[src/rtl/ifaPkg.sv]
package ifaPkg;
  localparam int IDX_W = 4;

  typedef enum logic [IDX_W-1:0] {
    IDX_DATAB   = 4'd0,
    IDX_DATAA   = 4'd1,
    IDX_DIRB    = 4'd2,
    IDX_DIRA    = 4'd3,
    IDX_C1LO    = 4'd4,
    IDX_C1HI    = 4'd5,
    IDX_L1LO    = 4'd6,
    IDX_L1HI    = 4'd7,
    IDX_C2LO    = 4'd8,
    IDX_C2HI    = 4'd9,
    IDX_SHIFT   = 4'd10,
    IDX_AUX     = 4'd11,
    IDX_PERIPH  = 4'd12,
    IDX_FLAGS   = 4'd13,
    IDX_ENABLES = 4'd14,
    IDX_ALIAS   = 4'd15
  } regIdxE;

  localparam int FLAG_SHIFT = 2;
  localparam int FLAG_C2    = 5;
  localparam int FLAG_C1    = 6;

  typedef struct packed {
    logic wrDataB;
    logic wrDataA;
    logic wrDirB;
    logic wrDirA;
    logic wrL1Lo;
    logic wrC1Hi;
    logic wrL1Hi;
    logic wrC2Lo;
    logic wrC2Hi;
    logic wrShift;
    logic wrAux;
    logic wrPeriph;
    logic wrFlags;
    logic wrEnables;
    logic wrAlias;
    logic rdC1Lo;
    logic rdC2Lo;
    logic rdShift;
  } ifaStrobeT;
endpackage

[src/rtl/ifaCtrl.sv]
module ifaCtrl
  import ifaPkg::*;
(
  input  logic             sel,
  input  logic             wrEn,
  input  logic             rdEn,
  input  logic [IDX_W-1:0] regSel,
  output regIdxE           rdIdx,
  output ifaStrobeT        strb
);
  regIdxE idx;

  assign idx   = regIdxE'(regSel);
  assign rdIdx = idx;

  always_comb begin
    strb = '0;
    if (sel && wrEn) begin
      case (idx)
        IDX_DATAB:   strb.wrDataB   = 1'b1;
        IDX_DATAA:   strb.wrDataA   = 1'b1;
        IDX_DIRB:    strb.wrDirB    = 1'b1;
        IDX_DIRA:    strb.wrDirA    = 1'b1;
        IDX_C1LO:    strb.wrL1Lo    = 1'b1;
        IDX_C1HI:    strb.wrC1Hi    = 1'b1;
        IDX_L1LO:    strb.wrL1Lo    = 1'b1;
        IDX_L1HI:    strb.wrL1Hi    = 1'b1;
        IDX_C2LO:    strb.wrC2Lo    = 1'b1;
        IDX_C2HI:    strb.wrC2Hi    = 1'b1;
        IDX_SHIFT:   strb.wrShift   = 1'b1;
        IDX_AUX:     strb.wrAux     = 1'b1;
        IDX_PERIPH:  strb.wrPeriph  = 1'b1;
        IDX_FLAGS:   strb.wrFlags   = 1'b1;
        IDX_ENABLES: strb.wrEnables = 1'b1;
        default:     strb.wrAlias   = 1'b1;
      endcase
    end
    if (sel && rdEn) begin
      case (idx)
        IDX_C1LO:  strb.rdC1Lo  = 1'b1;
        IDX_C2LO:  strb.rdC2Lo  = 1'b1;
        IDX_SHIFT: strb.rdShift = 1'b1;
        default: ;
      endcase
    end
  end
endmodule

[src/rtl/ifaDownCounter.sv]
module ifaDownCounter #(
  parameter int W = 16,
  parameter logic [W-1:0] RESET_CNT = '1
) (
  input  logic         clk,
  input  logic         rstN,
  input  logic         tick,
  input  logic         load,
  input  logic [W-1:0] loadVal,
  input  logic         contMode,
  input  logic [W-1:0] reloadVal,
  output logic [W-1:0] count,
  output logic         zeroHit
);
  logic         armed;
  logic [W-1:0] stepVal;

  always_comb begin
    if (contMode && (count == '1)) stepVal = reloadVal;
    else                           stepVal = count - W'(1);
    zeroHit = tick && !load && (stepVal == '0) && (contMode || armed);
  end

  always_ff @(posedge clk) begin
    if (!rstN) begin
      count <= RESET_CNT;
      armed <= 1'b0;
    end else if (load) begin
      count <= loadVal;
      armed <= 1'b1;
    end else begin
      if (tick) count <= stepVal;
      if (zeroHit) armed <= 1'b0;
    end
  end

  AST_STEP_DOWN: assert property (@(posedge clk) disable iff (!rstN)
    tick && !load && !(contMode && count == '1) |=> count == $past(count) - W'(1));
  AST_FREE_RELOAD: assert property (@(posedge clk) disable iff (!rstN)
    tick && !load && contMode && count == '1 |=> count == $past(reloadVal));
  AST_IDLE_HOLD: assert property (@(posedge clk) disable iff (!rstN)
    !tick && !load |=> $stable(count));
  AST_HIT_AT_ZERO: assert property (@(posedge clk) disable iff (!rstN)
    zeroHit |=> count == '0);
  AST_LOAD_TAKEN: assert property (@(posedge clk) disable iff (!rstN)
    load |=> count == $past(loadVal));
endmodule

[src/rtl/ifaDatapath.sv]
module ifaDatapath
  import ifaPkg::*;
#(
  parameter int DATA_W = 8
) (
  input  logic              clk,
  input  logic              rstN,
  input  ifaStrobeT         strb,
  input  regIdxE            rdIdx,
  input  logic [DATA_W-1:0] wrData,
  input  logic              tick,
  input  logic              shiftEvent,
  output logic [DATA_W-1:0] rdData,
  output logic              irq
);
  localparam int CNT_W  = 2 * DATA_W;
  localparam int FLAG_W = DATA_W - 1;
  localparam logic [FLAG_W-1:0] IRQ_MASK =
    FLAG_W'((1 << FLAG_SHIFT) | (1 << FLAG_C1));

  logic [DATA_W-1:0] dataB, dataA, dirB, dirA, shiftQ, auxQ, periphQ, aliasQ;
  logic [FLAG_W-1:0] flagQ, flagNext, enQ;
  logic [CNT_W-1:0]  latch1;
  logic [DATA_W-1:0] low2;
  logic [CNT_W-1:0]  cnt1, cnt2;
  logic              hit1, hit2, freeRun, anyPend;

  assign freeRun = (auxQ[DATA_W-1 -: 2] == 2'b01);
  assign anyPend = |(flagQ & enQ);
  assign irq     = |(flagQ & enQ & IRQ_MASK);

  ifaDownCounter #(.W(CNT_W), .RESET_CNT('1)) cnt1_i (
    .clk      (clk),
    .rstN     (rstN),
    .tick     (tick),
    .load     (strb.wrC1Hi),
    .loadVal  ({wrData, latch1[DATA_W-1:0]}),
    .contMode (freeRun),
    .reloadVal(latch1),
    .count    (cnt1),
    .zeroHit  (hit1)
  );

  ifaDownCounter #(.W(CNT_W), .RESET_CNT('1)) cnt2_i (
    .clk      (clk),
    .rstN     (rstN),
    .tick     (tick),
    .load     (strb.wrC2Hi),
    .loadVal  ({wrData, low2}),
    .contMode (1'b0),
    .reloadVal(latch1),
    .count    (cnt2),
    .zeroHit  (hit2)
  );

  always_comb begin
    flagNext = flagQ;
    if (strb.wrFlags) flagNext = flagNext & ~wrData[FLAG_W-1:0];
    if (strb.rdC1Lo || strb.wrC1Hi || strb.wrL1Hi) flagNext[FLAG_C1] = 1'b0;
    if (strb.rdC2Lo)  flagNext[FLAG_C2]    = 1'b0;
    if (strb.rdShift) flagNext[FLAG_SHIFT] = 1'b0;
    if (hit1)         flagNext[FLAG_C1]    = 1'b1;
    if (hit2)         flagNext[FLAG_C2]    = 1'b1;
    if (shiftEvent)   flagNext[FLAG_SHIFT] = 1'b1;
  end

  always_ff @(posedge clk) begin
    if (!rstN) begin
      dataB   <= '0;
      dataA   <= '0;
      dirB    <= '0;
      dirA    <= '0;
      shiftQ  <= '0;
      auxQ    <= '0;
      periphQ <= '0;
      aliasQ  <= '0;
      flagQ   <= '0;
      enQ     <= '0;
      latch1  <= '1;
      low2    <= '0;
    end else begin
      flagQ <= flagNext;
      if (strb.wrDataB)  dataB   <= wrData;
      if (strb.wrDataA)  dataA   <= wrData;
      if (strb.wrDirB)   dirB    <= wrData;
      if (strb.wrDirA)   dirA    <= wrData;
      if (strb.wrShift)  shiftQ  <= wrData;
      if (strb.wrAux)    auxQ    <= wrData;
      if (strb.wrPeriph) periphQ <= wrData;
      if (strb.wrAlias)  aliasQ  <= wrData;
      if (strb.wrL1Lo)   latch1[DATA_W-1:0]      <= wrData;
      if (strb.wrL1Hi || strb.wrC1Hi) latch1[CNT_W-1:DATA_W] <= wrData;
      if (strb.wrC2Lo)   low2 <= wrData;
      if (strb.wrEnables) begin
        if (wrData[DATA_W-1]) enQ <= enQ | wrData[FLAG_W-1:0];
        else                  enQ <= enQ & ~wrData[FLAG_W-1:0];
      end
    end
  end

  always_comb begin
    case (rdIdx)
      IDX_DATAB:   rdData = dataB;
      IDX_DATAA:   rdData = dataA;
      IDX_DIRB:    rdData = dirB;
      IDX_DIRA:    rdData = dirA;
      IDX_C1LO:    rdData = cnt1[DATA_W-1:0];
      IDX_C1HI:    rdData = cnt1[CNT_W-1:DATA_W];
      IDX_L1LO:    rdData = latch1[DATA_W-1:0];
      IDX_L1HI:    rdData = latch1[CNT_W-1:DATA_W];
      IDX_C2LO:    rdData = cnt2[DATA_W-1:0];
      IDX_C2HI:    rdData = cnt2[CNT_W-1:DATA_W];
      IDX_SHIFT:   rdData = shiftQ;
      IDX_AUX:     rdData = auxQ;
      IDX_PERIPH:  rdData = periphQ;
      IDX_FLAGS:   rdData = {anyPend, flagQ};
      IDX_ENABLES: rdData = {1'b1, enQ};
      default:     rdData = aliasQ;
    endcase
  end

  AST_FLAG_W1C: assert property (@(posedge clk) disable iff (!rstN)
    strb.wrFlags && wrData[FLAG_C1] && !hit1 |=> !flagQ[FLAG_C1]);
  AST_EN_SET: assert property (@(posedge clk) disable iff (!rstN)
    strb.wrEnables && wrData[DATA_W-1] |=>
      (enQ & $past(wrData[FLAG_W-1:0])) == $past(wrData[FLAG_W-1:0]));
  AST_EN_CLR: assert property (@(posedge clk) disable iff (!rstN)
    strb.wrEnables && !wrData[DATA_W-1] |=>
      (enQ & $past(wrData[FLAG_W-1:0])) == '0);
  AST_C1_READ_CLEAR: assert property (@(posedge clk) disable iff (!rstN)
    strb.rdC1Lo && !hit1 |=> !flagQ[FLAG_C1]);
  AST_C2_READ_CLEAR: assert property (@(posedge clk) disable iff (!rstN)
    strb.rdC2Lo && !hit2 |=> !flagQ[FLAG_C2]);
  AST_C1_LOAD_FULL: assert property (@(posedge clk) disable iff (!rstN)
    strb.wrC1Hi |=> cnt1 == {$past(wrData), $past(latch1[DATA_W-1:0])});
endmodule

[src/rtl/ifaTimerCore.sv]
module ifaTimerCore
  import ifaPkg::*;
#(
  parameter int DATA_W  = 8,
  parameter int REG_LSB = 9,
  localparam int REG_MSB = REG_LSB + IDX_W - 1
) (
  input  logic                     clk,
  input  logic                     rstN,
  input  logic                     sel,
  input  logic                     wrEn,
  input  logic                     rdEn,
  input  logic [REG_MSB:REG_LSB]   busAddr,
  input  logic [DATA_W-1:0]        wrData,
  input  logic                     tick,
  input  logic                     shiftEvent,
  output logic [DATA_W-1:0]        rdData,
  output logic                     irq
);
  ifaStrobeT strb;
  regIdxE    rdIdx;

  ifaCtrl ctrl_i (
    .sel   (sel),
    .wrEn  (wrEn),
    .rdEn  (rdEn),
    .regSel(busAddr),
    .rdIdx (rdIdx),
    .strb  (strb)
  );

  ifaDatapath #(.DATA_W(DATA_W)) dp_i (
    .clk       (clk),
    .rstN      (rstN),
    .strb      (strb),
    .rdIdx     (rdIdx),
    .wrData    (wrData),
    .tick      (tick),
    .shiftEvent(shiftEvent),
    .rdData    (rdData),
    .irq       (irq)
  );
endmodule

[config.mk]
export PLATFORM = sky130hd
export DESIGN_NAME = ifaTimerCore
export DESIGN_NICKNAME = d
export VERILOG_FILES = /design/src/rtl/ifaPkg.sv /design/src/rtl/ifaCtrl.sv /design/src/rtl/ifaDownCounter.sv /design/src/rtl/ifaDatapath.sv /design/src/rtl/ifaTimerCore.sv
export SDC_FILE = /design/constraint.sdc
export NUM_CORES = 1
export LEC_CHECK = 0
export BUFFER_PORTS_ARGS = -buffer_cell sky130_fd_sc_hd__buf_4
export CORE_ASPECT_RATIO = 0.9
export CORE_MARGIN = 5
export CORE_UTILIZATION = 30
export DETAILED_ROUTE_END_ITERATION = 7
export SLEW_MARGIN = 5
export SYNTH_ARGS = -nofsm -noshare
export SYNTH_HDL_FRONTEND = slang
export SYNTH_SLANG_ARGS = --single-unit
[constraint.sdc]
create_clock -name clk -period 3.35 [get_ports clk]
set_input_delay 0.5025 -clock clk [delete_from_list [all_inputs] [get_ports clk]]
set_output_delay 0.5025 -clock clk [all_outputs]
set_load 0.05 [all_outputs]
## Word-level counts from Yosys, hierarchy flattened

Index checks and enable logic that the tools add are counted.

- Memory bits (read-only): 0
- Bits in writable memories: 0
- Memories kept: 0
- Input bits: 19
- Output and inout bits: 9
- Register bits: 136
- Latch bits: 0

- Reduce and logical (&&, ||, !) cells: 29
- Shift operators: 0
- Bitwise operators: 5
- Multipliers: 0
- $lt $le $gt $ge: 0
- Equality and inequality tests: 16
- Multiplexer cells: 36
- Add/subtract/negate cells: 2
- Div/mod/pow operators: 0

Operators by type and width:

| operator | count |
|---|---|
| case mux 8 bit (15 select lines) | 1 |
| 2-to-1 mux 16 bit | 5 |
| logical NOT 16 bit | 2 |
| subtractor 16 x 1 -> 16 bit, second input constant | 2 |
| equality test 4 bit, second input constant | 7 |
| 2-to-1 mux 1 bit | 26 |
| bitwise AND 7 bit | 3 |
| equality test 16 bit, second input constant | 1 |
| equality test 4 x 3 -> 1 bit, second input constant | 4 |
| 2-to-1 mux 15 bit | 1 |
| OR reduction 15 bit | 1 |
| 2-to-1 mux 7 bit | 2 |
| logical AND 1 bit | 9 |
| nonzero test 3 bit | 3 |
| equality test 4 x 2 -> 1 bit, second input constant | 2 |
| nonzero test 2 bit | 4 |
| NOT 7 bit | 1 |
| bitwise OR 7 bit | 1 |
| OR reduction 7 bit | 1 |
| equality test 4 x 1 -> 1 bit, second input constant | 1 |
| logical NOT 4 bit | 1 |
| logical OR 1 bit | 4 |
| OR reduction 2 bit | 2 |
| 2-to-1 mux 3 bit | 1 |
| other kinds (2) | 3 |

## Logic depth before layout (Yosys ltp)

Gate-level depths: netlist of the first run.

- Word-level depth: 10
- Mapped depth: 10

## Hierarchy

From an unflattened synthesis of the first run, not the netlist that was laid out.

- Cell total of the unflattened synthesis: 1025
- Area, all modules: 8453.1 um^2

Modules (own cells, without submodules):

| module | area each (um^2) | sequential area each (um^2) | cells each | times used |
|---|---|---|---|---|
| ifaDatapath | 5102.4 | 2042.0 | 557 | 1 |
| ifaDownCounter | 1589.0 | 340.3 | 218 | 2 |
| ifaCtrl | 172.7 | 0.0 | 32 | 1 |

## Least setup slack after synthesis of the first run

No wires, ideal clock.

- Path type: input port to output port
- Start: in busAddr[10] (netlist bit)
- End: out rdData[1]
- Path slack: 0.236 ns
- Arrival: 2.612 ns
- Data required time: 2.847 ns
- Stages on the path: 8
- Cells stage by stage: buf_1 > clkbuf_1 > buf_1 > buf_2 > nand3_1 > o21ai_0 > a21oi_1 > a21oi_1

- Cells in the longest elaborated chain, start to end: 2
- Elaborated cells between the ends (all ways): 16
- Those cells by class: eq/ne: 14; mux: 1; reduce/logical: 1

RTL lines:

| what | RTL line | text |
|---|---|---|
| start, declared | ifaTimerCore.sv:13 | `input logic [REG_MSB:REG_LSB] busAddr,` |
| equality test 4 bit, or another cell as far along | ifaDatapath.sv:102 | `case (rdIdx)` |
| case mux 8 bit (15 select lines) * | ifaDatapath.sv:102 |  |
| end, declared | ifaTimerCore.sv:17 | `output logic [DATA_W-1:0] rdData,` |

Mark *: on every way between the ends. The rest lies on a longest branch, timed or not.

## Worst setup path in the final report of the first run

- Start: in busAddr[12] (netlist bit)
- End: out rdData[6]

The elaborated chain is that of the path after synthesis.

==> results of run 1 <==
[area by class of cell]
class,instances,share of cell area (%)
inverter,11,0.4762
multi-input combinational,734,52.09
timing repair buffer,49,4.387
clock inverter,12,1.328
clock buffer,20,5.382
tap,342,4.935
sequential,136,31.40
[cells in the mapped netlist, drive strengths merged (14+ instances only)]
| cell | n | area share [%] |
|---|---|---|
| dfxtp | 136 | 36 |
| nand2 | 134 | 6.7 |
| nor2 | 86 | 4.3 |
| nor2b | 71 | 5.9 |
| mux2i | 66 | 8.7 |
| clkbuf | 64 | 3.2 |
| nand3 | 51 | 3.4 |
| o21ai | 47 | 3.1 |
| a21oi | 31 | 2.1 |
| a21boi | 26 | 2.6 |
| nor3 | 20 | 1.5 |
| xnor2 | 15 | 1.7 |
| a22oi | 14 | 1.4 |
[power breakdown]
part,switching [W],internal (W),leakage [nW]
Sequential,0.0000349,0.00164,1.10
Combinational,0.000278,0.000138,1.88
Clock,0.000770,0.00109,0.280
[kinds of logic (layout without fill, tap and decap cells)]
kind of cell | after synthesis | after routing
AND/OR/NAND/NOR | 427 | 427
buffers and inverters | 85 | 92
flip-flops | 136 | 136
adder cells (fa/ha/maj) | 4 | 4
AO/OA/AOI/OAI | 205 | 205
multiplexers | 70 | 70
XOR/XNOR | 28 | 28
[routing by layer]
metal  track usage [%]  wire [um]  share of wire, %
met1             28.07      12890                49
met2             25.94      10920                42
met3             4.189       2022               7.7
met4             3.620        284               1.1
met5                 0          0                 0
[worst max-delay path: stages]
cell,delay [ns]
buf_4,0.42
nand2b_1,0.21
nor2_1,0.47
a221oi_1,0.18
o21ai_0,0.10
a21oi_1,0.06
a21oi_1,0.23
buf_4,0.25
[final timing paths]
check	from	to	slack, ns
min reg2reg	dp_i.cnt2_i.armed$_SDFFE_PN0P_	dp_i.flagQ[5]$_SDFFE_PN0P_	0.44
max	busAddr[12]	rdData[6]	0.41
min	shiftEvent	dp_i.flagQ[2]$_SDFFE_PN0P_	0.30
max reg2reg	dp_i.cnt1_i.count[10]$_SDFFE_PN1P_	dp_i.cnt1_i.armed$_SDFFE_PN0P_	0.58
[through the flow]
step                      setup slack (ns)  hold slack (ns)  util (%)  cells  area [um2]
after floorplan                     0.2356           0.4247         -    955        7561
after global placement              0.4496           0.4344     32.38   1272        8089
final                               0.4110           0.2955     34.71   1304        8671
after detailed placement            0.4797           0.4422     32.38   1272        8089
after global routing                0.2868           0.2990     34.71   1304        8671
after CTS                           0.4662           0.2902     34.71   1304        8671
==> metrics.md, run 1 <==
| Metric | Value |
|---|---|
| Status | `completed` |
| Type of the tightest min-delay check | `in -> reg` |
| FILL cells | `2,619` |
| Mapped Nets | `978` |
| Number of global-route vias before repair | `6,551` |
| Final ANT Viol Nets | `0` |
| Global Route Usage Sum | `18.26%` |
| Post-DP HPWL | `18.20 mm` |
| Commonest cells after routing, fill and taps aside | `dfxtp_1, nand2_1, nor2_1, nor2b_1, mux2i_1` |
| Slew HR | `39.60%` |
| Pre-antenna DRT Iters | `5` |
| CP max FO | `47` |
| Max Clock Freq | `340.3 MHz` |
| Number of synthesized register bits | `136` |
| TritonCTS Sinks | `136` |
| First DRT Iteration DRCs | `801` |
| Area Growth Syn to Fin | `14.68%` |
| Post-CTS Setup Bufs | `0` |
| Initial antenna violation count | `0` |
| Fin Setup TNS | `0 ns` |
| Unrepaired setup endpoints after global routing | `no` |
| Num rows | `55` |
| Main synth FF type | `dfxtp_1` |
| Syn Std Cell Area | `7561 um2` |
| Clk Tree Root Cell | `clkbuf_16` |
| Area of the multi-input gates | `4517 um2` |
| Clk buf depth | `2` |
| H-tree lvl count | `4` |
| Gp weighted congestion | `0.9622` |
| Post-layout nets | `972` |
| Syn. warnings | `0` |
| # setup viols final | `0` |
| Leading cell type in the layout, fill and taps excluded | `dfxtp_1` |
| Share of cells above drive strength 1 | `9.875%` |
| Flip-flop and latch area | `2723 um2` |
| Crit path capture type | `primary output` |
| DRC viols | `0` |
| Cell variety after synth | `71` |
| CTS buffer count | `17` |
| Adder-cell share of the synthesized area | `0.6619%` |
| Drt wl/cell | `20.03 um` |
| Fin. Hold Viols | `0` |
| Ports | `28` |
| Critical Path Source Type | `primary input` |
| Pwr dens | `455.6 nW/um2` |
| N_diodes | `0` |
| Worst-Margin Slew | `0.9060 ns` |
| FF-to-FF path depth | `7` |
| First-pass GRT wire length | `40.28 mm` |
| Max-cap violations | `0` |
| Critical path arrival | `2.44 ns` |
| Avg Cell Area, Syn | `7.917 um2` |
| Total Wirelength | `26.12 mm` |
| Tcrit/Tclk final | `87.73%` |
| Critical path class | `in -> out` |
| Starting density of the core | `30.27%` |
| Remaining global-route overflow | `0` |
| Core footprint | `24,980 um2` |
| Final Power | `0.003950 W` |
| CTS tree | `built` |
| Clock skew | `0.01085 ns` |
| Lkg Pwr | `3.258 nW` |
| Sequential-to-total area share from yosys stat | `36.01%` |
| Biggest regs | `dp_i.cnt1_i.count: 16 flops, dp_i.cnt2_i.count: 16 flops, dp_i.latch1: 16 flops` |
| Vias post-DR | `7,098` |
| Multiplexer share of the synthesized area | `9.482%` |
| Worst-Skew Late Latency | `0.43 ns` |
| PostCTS Resize Cnt | `0` |
| Crit path required time | `2.85 ns` |
| FFs w/ async S/R, synth | `0%` |
| Via density | `5.443` |
| Pin count of the biggest net entering global routing | `91` |
| Largest family of logic cells by synthesized area | `simple AND/OR/NAND/NOR gates` |
| Final Slew Violations | `0` |
| Compound-gate portion of the synthesized area | `18.52%` |
| Hold Crit Depth | `2` |
| Syn Inst Count | `955` |
| DIE WIDTH | `177.3 um` |
| Post-Synth XOR/XNOR Area | `3.243%` |
| Clk pin slew, worst setup/hold paths | `0.06 ns` |
| Die H | `160.6 um` |
| Simple logic cell fraction of the synthesized area | `27.77%` |
| Peak supply drop | `0.2335 mV` |
| Die footprint | `28,480 um2` |
| Post-synth EDFFs | `0` |
| Port Buf Inserts | `27` |
| Min Clock Period, post-route | `2.939 ns` |
| Post-CTS Hold Buffers | `0` |
No activity file was read; power rests on OpenSTA's default activity.
==> run 2: changes to the inputs <==
Settings changed: CELL_PAD_IN_SITES_DETAIL_PLACEMENT from default to 1, CELL_PAD_IN_SITES_GLOBAL_PLACEMENT from default to 2, PLACE_DENSITY_LB_ADDON from default to 0.1.
==> metrics.md, run 2 (synthesized netlist as in run 1, its figures left out) <==
| Metric | Value |
|---|---|
| CP max FO | `38` |
| Critical path arrival | `2.52 ns` |
| CTS buffer count | `17` |
| Status | `completed` |
| Worst-Skew Late Latency | `0.44 ns` |
| Post-CTS Setup Bufs | `0` |
| Peak supply drop | `0.2385 mV` |
| Vias post-DR | `7,143` |
| Max Clock Freq | `331.0 MHz` |
| Num rows | `55` |
| Port Buf Inserts | `27` |
| Gp weighted congestion | `0.8686` |
| Min Clock Period, post-route | `3.021 ns` |
| DIE WIDTH | `177.3 um` |
| PostCTS Resize Cnt | `0` |
| Drt wl/cell | `24.16 um` |
| CTS tree | `built` |
| # setup viols final | `0` |
| Post-CTS Hold Buffers | `0` |
| Share of cells above drive strength 1 | `10.80%` |
| Core footprint | `24,980 um2` |
| Clock skew | `0.02040 ns` |
| Global Route Usage Sum | `22.30%` |
| Pre-antenna DRT Iters | `4` |
| Clk buf depth | `2` |
| Clk Tree Root Cell | `clkbuf_16` |
| Initial antenna violation count | `0` |
| Critical path class | `in -> out` |
| First-pass GRT wire length | `47.59 mm` |
| Post-route non-filler standard cell count | `1,314` |
| Leading cell type in the layout, fill and taps excluded | `dfxtp_1` |
| Ports | `28` |
| H-tree lvl count | `4` |
| Worst-Margin Slew | `0.7369 ns` |
| Clk pin slew, worst setup/hold paths | `0.06 ns` |
| Post-layout nets | `982` |
| Total Wirelength | `31.75 mm` |
| Tcrit/Tclk final | `90.18%` |
| Reg-to-reg startpoint | `dp_i.cnt1_i.count[9]$_SDFFE_PN1P_` |
| Type of the tightest min-delay check | `in -> reg` |
| TritonCTS Sinks | `136` |
| Placed cell count | `1,282` |
| DRC viols | `0` |
| Area Growth Syn to Fin | `15.59%` |
| FILL cells | `2,970` |
| Pin count of the biggest net entering global routing | `72` |
| Final Slew Violations | `0` |
| Worst Min Path Start | `shiftEvent` |
| N_diodes | `0` |
| Final core utilization | `34.99%` |
| Die H | `160.6 um` |
| Biggest regs | `dp_i.cnt1_i.count: 16 flops, dp_i.cnt2_i.count: 16 flops, dp_i.latch1: 16 flops` |
| Via density | `5.436` |
| Commonest cells after routing, fill and taps aside | `dfxtp_1, nand2_1, nor2_1, nor2b_1, mux2i_1` |
| First DRT Iteration DRCs | `544` |
| Final ANT Viol Nets | `0` |
| Pwr dens | `466.7 nW/um2` |
| Max-cap violations | `0` |
| Die footprint | `28,480 um2` |
| Fin Setup TNS | `0 ns` |
| Crit path capture type | `primary output` |
| Lkg Pwr | `3.306 nW` |
| Post-DP HPWL | `22.12 mm` |
| Starting density of the core | `30.27%` |
| Hold Slack | `0.2880 ns` |
| Fin. Hold Viols | `0` |
| Final Power | `0.004079 W` |
| Slew HR | `50.69%` |
| Critical Path Start | `busAddr[9]` |
| Remaining global-route overflow | `0` |
| Crit path required time | `2.85 ns` |
| Critical Path Source Type | `primary input` |
| Number of global-route vias before repair | `7,100` |
| Unrepaired setup endpoints after global routing | `no` |
[run 2: cell types whose count changed in the layout (fill, tap and decap cells not counted), sizes merged]
cell      delta
buf         +10
clkbuf       -2
clkinv       -2
clkinvlp     -1
inv          +5
[run 2: per-layer routing]
| layer | global-route usage (%) | routed length, um |
|---|---|---|
| met4 | 5.800 | 488 |
| met2 | 35.85 | 14720 |
| met1 | 31.52 | 15500 |
| met3 | 3.083 | 1044 |
| met5 | 0 | 0 |
[run 2: worst paths after layout]
kind,endpoint,slack [ns],cells after the start
max,rdData[4],0.33,8
min,dp_i.flagQ[2]$_SDFFE_PN0P_,0.29,2
max reg2reg,dp_i.flagQ[6]$_SDFFE_PN0P_,0.51,7
min reg2reg,dp_i.flagQ[5]$_SDFFE_PN0P_,0.45,2
[run 2: layout make-up]
cell class	count	area (um2)	share of cell area (%)
inverter	11	41.29	0.4724
tap	342	427.9	4.896
multi-input combinational	734	4517	51.68
sequential	136	2723	31.15
timing repair buffer	59	442.9	5.068
clock inverter	14	148.9	1.704
clock buffer	18	439.2	5.025
[run 2: critical path, stage by stage]
cell and delay, ns:
buf_4 0.36, nand2b_1 0.21, nor2_1 0.61, a21oi_1 0.20, o21ai_0 0.11, a311o_1 0.14
o22a_1 0.15, buf_4 0.20
[run 2: through the flow]
stage / area [um2] / setup slack, ns
2_1_floorplan: 7561 / 0.2356
3_3_place_gp: 8152 / 0.3862
3_5_place_dp: 8152 / 0.3906
4_1_cts: 8740 / 0.3955
5_1_grt: 8740 / 0.3032
6_report: 8740 / 0.3289
[run 2: power breakdown]
group	internal (W)	switching (W)
Clock	0.00107	0.000890
Sequential	0.00164	0.0000344
Combinational	0.000143	0.000300
==> run 3: changes to the inputs <==
Settings changed: CORE_ASPECT_RATIO 0.9 to 1.1, GPL_TIMING_DRIVEN from default to 0.
==> metrics.md, run 3 (synthesized netlist as in run 1, its figures left out) <==
| Metric | Value |
|---|---|
| Type of the tightest min-delay check | `in -> reg` |
| Clk buf depth | `2` |
| Biggest regs | `dp_i.cnt1_i.count: 16 flops, dp_i.cnt2_i.count: 16 flops, dp_i.latch1: 16 flops` |
| Unrepaired setup endpoints after global routing | `no` |
| Commonest cells after routing, fill and taps aside | `dfxtp_1, nand2_1, nor2_1, nor2b_1, mux2i_1` |
| Pwr dens | `474.1 nW/um2` |
| Hold Slack | `0.2818 ns` |
| Port Buf Inserts | `25` |
| Critical path class | `in -> out` |
| Status | `completed` |
| Area Growth Syn to Fin | `15.95%` |
| Combinational share of power | `11.3%` |
| Post-CTS Setup Bufs | `0` |
| Initial antenna violation count | `0` |
| Max-cap violations | `0` |
| Global Route Usage Sum | `25.45%` |
| Critical Path Source Type | `primary input` |
| Pin count of the biggest net entering global routing | `17` |
| Met2 WL | `17.39 mm` |
| Post-layout nets | `1,019` |
| Clock skew | `0.01402 ns` |
| Clk Tree Root Cell | `clkbuf_16` |
| N_diodes | `0` |
| Die footprint | `28,480 um2` |
| Clk pin slew, worst setup/hold paths | `0.06 ns` |
| Min Clock Period, post-route | `3.190 ns` |
| TritonCTS Sinks | `136` |
| Drt wl/cell | `27.15 um` |
| Fin. Hold Viols | `0` |
| CTS buffer count | `17` |
| Post-route non-filler standard cell count | `1,324` |
| Number of global-route vias before repair | `7,449` |
| First DRT Iteration DRCs | `624` |
| Post-DP HPWL | `26.66 mm` |
| Net switching power | `0.001235 W` |
| DIE WIDTH | `161.4 um` |
| Critical path arrival | `2.69 ns` |
| Routed length on met1 | `16.01 mm` |
| CTS tree | `built` |
| Share of cells above drive strength 1 | `8.821%` |
| # setup viols final | `0` |
| Starting density of the core | `30.20%` |
| Final ANT Viol Nets | `0` |
| Max Clock Freq | `313.4 MHz` |
| Tcrit/Tclk final | `95.23%` |
| Crit path required time | `2.85 ns` |
| Core footprint | `25,030 um2` |
| Die H | `176.5 um` |
| Slew HR | `24.63%` |
| Pre-antenna DRT Iters | `5` |
| Total Wirelength | `35.95 mm` |
| FILL cells | `3,046` |
| Crit path capture type | `primary output` |
| Flip-flop and latch area | `2723 um2` |
| Via density | `5.603` |
| Internal power | `0.002922 W` |
| Vias post-DR | `7,418` |
| Worst-Margin Slew | `1.131 ns` |
| Placed cell count | `1,295` |
| CP max FO | `10` |
| Ports | `28` |
| Num rows | `61` |
| Post-CTS Hold Buffers | `0` |
| Sw frac | `29.71%` |
| Worst-Skew Late Latency | `0.44 ns` |
| DRC viols | `0` |
| Met3 WL post-DR | `1.471 mm` |
| Final Power | `0.004157 W` |
| Top routing layer in use | `met4` |
| Part of the power in registers | `40.3%` |
| Peak supply drop | `0.2337 mV` |
| First-pass GRT wire length | `52.58 mm` |
| Final Slew Violations | `0` |
| Remaining global-route overflow | `0` |
| Final core utilization | `35.02%` |
| H-tree lvl count | `4` |
| Lkg Pwr | `3.274 nW` |
| Area of the multi-input gates | `4529 um2` |
| Leading cell type in the layout, fill and taps excluded | `dfxtp_1` |
| Clock network power share | `48.4%` |
| Gp weighted congestion | `0.9507` |
## run 3: changes by cell type in the layout (fill, tap and decap cells not counted)
cell / change
a221oi_1: -2
a221oi_2: +2
buf_2: +8
buf_4: -34
bufinv_16: +1
clkbuf_1: +55
clkbuf_2: +8
clkbuf_4: +1
inv_6: -1
inv_8: -1
nor3_1: +1
nor3_2: -1
nor3b_1: -1
nor3b_2: +1
## run 3: what timing repair did
| item | CTS | global route |
|---|---|---|
| setup endpoints to repair | 8 | 4 |
| gates cloned | 0 | 0 |
| resized for setup | 13 | 2 |
## run 3: worst paths after layout
kind                                      from                             end  slack (ns)  cells after the start
min reg2reg     dp_i.cnt2_i.armed$_SDFFE_PN0P_      dp_i.flagQ[5]$_SDFFE_PN0P_        0.47                      2
min                                 shiftEvent      dp_i.flagQ[2]$_SDFFE_PN0P_        0.28                      2
max                                busAddr[11]                       rdData[0]        0.16                     10
max reg2reg  dp_i.cnt1_i.count[0]$_SDFFE_PN1P_  dp_i.cnt1_i.armed$_SDFFE_PN0P_        0.30                      9
## run 3: power groups by stage
| stage | Combinational [W] | Clock, W | Sequential (W) |
|---|---|---|---|
| finish | 0.000471 | 0.00201 | 0.00167 |
| floorplan | 0.000275 | 0 | 0.00169 |
| global route | 0.000499 | 0.00211 | 0.00168 |
| detailed placement | 0.000467 | 0 | 0.00171 |
| global placement | 0.000471 | 0 | 0.00171 |
| CTS | 0.000471 | 0.00204 | 0.00167 |
## run 3: layer usage
layer	global-route usage, %	vias up
li1	-	3471
met5	0	-
met4	9.349	0
met1	33.60	3691
met3	2.778	55
met2	43.03	201
## run 3: worst max-delay path: stages
cell	delay [ns]
buf_4	0.14
clkbuf_1	0.41
clkbuf_2	0.37
buf_2	0.31
o32ai_1	0.13
nand2_1	0.10
o2111ai_1	0.11
a21oi_1	0.32
nor2_1	0.08
buf_4	0.20
## run 3: layout make-up
class | instances | share of cell area (%)
Inverter | 11 | 0.4710
Timing Repair Buffer | 25 | 2.141
Sequential cell | 136 | 31.05
Buffer | 71 | 3.311
Clock buffer | 19 | 5.052
Tap cell | 315 | 4.496
Multi-Input combinational cell | 734 | 51.66
Clock inverter | 13 | 1.812
## run 3: through the flow
stage / setup TNS [ns] / setup slack [ns] / instance area, um2
global placement: -4.518 / -0.7601 / 8143
finish: 0 / 0.1597 / 8767
floorplan: 0 / 0.2356 / 7561
global route: 0 / 0.04669 / 8767
detailed placement: -3.891 / -0.6815 / 8143
CTS: 0 / 0.03585 / 8765
